**config.mk**
```make
export PLATFORM = sky130hd
export DESIGN_NAME = burst_addr_gen
export DESIGN_NICKNAME = d
export VERILOG_FILES = /design/src/rtl/burst_addr_pkg.sv /design/src/rtl/burst_addr_ctrl.sv /design/src/rtl/burst_addr_dp.sv /design/src/rtl/burst_addr_gen.sv
export SDC_FILE = /design/constraint.sdc
export NUM_CORES = 1
export LEC_CHECK = 0
export BUFFER_PORTS_ARGS = -buffer_cell sky130_fd_sc_hd__buf_2
export CELL_PAD_IN_SITES_DETAIL_PLACEMENT = 0
export CELL_PAD_IN_SITES_GLOBAL_PLACEMENT = 1
export CORE_MARGIN = 2
export CORE_UTILIZATION = 38
export CTS_CLUSTER_SIZE = 30
export DETAILED_ROUTE_END_ITERATION = 6
export PLACE_DENSITY_LB_ADDON = 0.12
export SYNTH_ARGS = -nofsm -noshare
export SYNTH_HDL_FRONTEND = slang
export SYNTH_HIERARCHICAL = 1
export SYNTH_SLANG_ARGS = --single-unit
export TNS_END_PERCENT = 50
```
**constraint.sdc**
```tcl
create_clock -name clk -period 3.3 [get_ports clk]
set_input_delay 0.99 -clock clk [delete_from_list [all_inputs] [get_ports clk]]
set_output_delay 0.99 -clock clk [all_outputs]
set_load 0.02 [all_outputs]
```
**src/rtl/burst_addr_pkg.sv**
```systemverilog
package burst_addr_pkg;
  // Control strobes handed from the decode stage to the datapath.
  typedef struct packed {
    logic loadEn;  // capture a new start address, clear the beat count
    logic stepEn;  // advance the beat count by one
  } burstCtrl_t;
endpackage

```
**src/rtl/burst_addr_ctrl.sv**
```systemverilog
module burst_addr_ctrl
  import burst_addr_pkg::*;
(
  input  logic       procStrobeN,
  input  logic       ctrlStrobeN,
  input  logic       chipEnN,
  input  logic       advanceN,
  output burstCtrl_t ctrlOut
);
  logic procLoad;
  logic ctrlLoad;

  always_comb begin
    procLoad       = ~procStrobeN & ~chipEnN;
    ctrlLoad       = ~ctrlStrobeN;
    ctrlOut.loadEn = procLoad | ctrlLoad;
    // A load always wins over an advance in the same cycle.
    ctrlOut.stepEn = ~ctrlOut.loadEn & ~advanceN;
  end
endmodule

```
**src/rtl/burst_addr_dp.sv**
```systemverilog
module burst_addr_dp
  import burst_addr_pkg::*;
#(
  parameter int ADDR_W     = 15,
  parameter int BURST_BITS = 2
) (
  input  logic              clk,
  input  logic              rst_n,
  input  burstCtrl_t        ctrlIn,
  input  logic [ADDR_W-1:0] addrIn,
  input  logic              interleaveSel,
  output logic [ADDR_W-1:0] wordAddr
);
  localparam int UPPER_W = ADDR_W - BURST_BITS;

  logic [ADDR_W-1:0]     baseReg;
  logic [BURST_BITS-1:0] beatCnt;
  logic [BURST_BITS-1:0] baseLow;
  logic [BURST_BITS-1:0] linLow;
  logic [BURST_BITS-1:0] ilvLow;
  logic [BURST_BITS-1:0] outLow;
  logic [UPPER_W-1:0]    baseHigh;

  always_ff @(posedge clk or negedge rst_n) begin
    if (!rst_n) begin
      baseReg <= '0;
      beatCnt <= '0;
    end else if (ctrlIn.loadEn) begin
      baseReg <= addrIn;
      beatCnt <= '0;
    end else if (ctrlIn.stepEn) begin
      beatCnt <= beatCnt + 1'b1;  // wraps within BURST_BITS
    end
  end

  always_comb begin
    baseLow  = baseReg[BURST_BITS-1:0];
    baseHigh = baseReg[ADDR_W-1:BURST_BITS];
    linLow   = baseLow + beatCnt;  // truncated: no carry into upper bits
    ilvLow   = baseLow ^ beatCnt;
    outLow   = interleaveSel ? ilvLow : linLow;
    wordAddr = {baseHigh, outLow};
  end
endmodule

```
**src/rtl/burst_addr_gen.sv**
```systemverilog
module burst_addr_gen
  import burst_addr_pkg::*;
#(
  parameter int ADDR_W     = 15,
  parameter int BURST_BITS = 2
) (
  input  logic              clk,
  input  logic              rst_n,
  input  logic [ADDR_W-1:0] addrIn,
  input  logic              procStrobeN,
  input  logic              ctrlStrobeN,
  input  logic              chipEnN,
  input  logic              advanceN,
  input  logic              interleaveSel,
  output logic [ADDR_W-1:0] wordAddr
);
  burstCtrl_t ctrlBus;

  burst_addr_ctrl u_ctrl (
    .procStrobeN (procStrobeN),
    .ctrlStrobeN (ctrlStrobeN),
    .chipEnN     (chipEnN),
    .advanceN    (advanceN),
    .ctrlOut     (ctrlBus)
  );

  burst_addr_dp #(
    .ADDR_W     (ADDR_W),
    .BURST_BITS (BURST_BITS)
  ) u_dp (
    .clk           (clk),
    .rst_n         (rst_n),
    .ctrlIn        (ctrlBus),
    .addrIn        (addrIn),
    .interleaveSel (interleaveSel),
    .wordAddr      (wordAddr)
  );
endmodule

```
==> reports/qor.yml <==
status: "completed"
vias: 475
power_leakage_nw: 0.4875
finalHoldViolations: 0
maxCapViolCount: 0
placedCellCount: 107
nets: 108
hold_path_class: "flip-flop to flip-flop"
grt_antenna_before_repair: 0
num_rows: 16
core_um2: 2022
finalSetupViolations: 0
clk_pin_slew_ps: 90
cp.arrival_ps: 1520
gp_congestion: 0.6373
rsz0062_at_grt: "no"
cts-resized-gates: 0
start_kind: "primary input"
crit_start: "interleaveSel"
die_w_um: 50.94
slew_viol_final: 0
syn_area_um2: 837.1
fin_crit_sh_pct: 75.91
skew_ps: 3.677
wirelength_mm: 1.218
worst_pin_slew_ps: 541.5
reg2reg_from: "u_dp/beatCnt[0]"
cts_tree: "built"
ys_seq_elements: 17
num_io_pins: 37
grt_max_degree: 18
wire_per_inst_um: 10.97
cts_buffers: 3
post_cts_buffers: 0
endpoint_kind: "output pin"
critPathMaxFanout: 1
cts_hold_buf: 0
grt_overflow_total: 0
antennaDiodeCount: 0
relSlewSlack_pct: 63.90
fin_setup_tns_ps: 0
fin_cells: 111
layout_min_cycle_time_ps: 2505
clock_tree.root_cell: "clkbuf_4"
die-height_um: 50.94
clock_latency_ps: 280
numPortBuffers: 36
drive_gt1_share_pct: 67.86
postSynthCellCount: 58
synth_nets: 81
start_util_pct: 41.40
grtUsageTotal_pct: 11.24
route.detailed.drc: 0
yosysSeqAreaShare_pct: 50.82
drtPass1Iterations: 2
hold_start: "u_dp/baseReg[13]"
viasPerCell: 4.279
power_density_nw_per_um2: 466.6
peakVddDrop_v: 0.0002911
area_delta_synth_final_pct: 14.20
yosysUniqueCellTypes: 14
cts_buffer_depth: 2
n_fill_cell: 200
path_class: "primary input to output pin"
timing.fmax_mhz: 399.2
die_area_um2: 2594
grt_pass1_wl_mm: 2.118
grt_pass1_vias: 480
h-tree-depth: 1
avgSynthCellArea_um2: 14.43
worstPathRequired_ps: 2310
ant_nets: 0
yosysWarnings: 6
drtIter0Drc: 3
numClockSinks: 17
==> critical path: stages <==
cell and delay, ps:
buf_2 100, nor2b_1 130, xnor2_1 120, buf_2 170
==> stage by stage <==
step	util, %	setup slack, ps	total power, mW	hold WS [ps]	cell area (um2)
5_1_grt	47.28	722.3	0.4765	536.3	955.9
6_report	47.28	794.9	0.4460	508.8	955.9
2_1_floorplan	-	908.7	0.3330	481.9	837.1
3_3_place_gp	45.98	807.7	0.3446	486.6	929.6
3_5_place_dp	45.98	797.2	0.3456	490.3	929.6
4_1_cts	47.28	793.0	0.4561	513.6	955.9
==> kinds of logic after synthesis <==
logic type | synth area share (%)
xor gates and xnor gates | 3.140
adders and majority gates | 1.495
buffers and inverters | 15.40
muxes | 23.77
and+or+nand+nor | 2.542
AOI/OAI and AO/OA | 2.840
DFF | 50.82
==> routing by layer <==
layer / global-route usage (%) / vias to the layer above / wire [um]
met5: 0 / - / 0
met4: 8.108 / 0 / 13
met3: 2.632 / 2 / 72
met2: 17.75 / 18 / 576
met1: 13.32 / 224 / 555
li1: - / 231 / -
==> where the power goes <==
group	total (mW)	switching (mW)	internal [mW]
clock network	0.107	0.0597	0.0469
logic	0.102	0.0520	0.0500
registers	0.238	0.0100	0.227
total	0.446	0.122	0.324
==> sequential cells by signal, indices dropped and copies added, names as in the netlist <==
register      cells
u_dp/baseReg     15
u_dp/beatCnt      2
==> final cells by class <==
type,count,area (um2),share of cell area (%)
Sequential cell,17,425.4,44.50
Multi-Input combinational cell,26,282.8,29.58
Timing Repair Buffer,37,187.7,19.63
Tap cell,27,33.78,3.534
Clock buffer,4,26.28,2.749
==> cell usage in the layout (no fill, tap or decap), types with 2 or more instances in the layout <==
cell type,instances
buf_2,36
dfrtp_1,17
mux2_4,8
mux2_2,7
clkbuf_4,3
xnor2_1,3
nor2_1,2
==> synthesized netlist by cell type <==
cell	instances	share of area, %
o21ai_2	1	1.0
nand3b_1	1	0.90
xnor2_1	3	3.1
buf_4	13	12
ha_1	1	1.5
a21oi_1	1	0.60
mux2_2	7	9.4
buf_6	1	1.3
a21bo_2	1	1.2
nor2_1	2	0.90
dfrtp_1	17	51
mux2_4	8	14
buf_12	1	2.4
nor2b_1	1	0.75
==> final timing paths <==
path                                          to  slack [ps]  cells past startpoint
worst max-delay path                 wordAddr[1]         790                      4
max in group asynchronous        u_dp/baseReg[4]        2420                      1
worst min-delay path            u_dp/baseReg[13]         510                      1
min in group asynchronous        u_dp/baseReg[2]         610                      1
worst min register to register  u_dp/baseReg[13]         510                      1
worst max register to register   u_dp/beatCnt[1]        2470                      2
(Power assumes the default switching activity.)
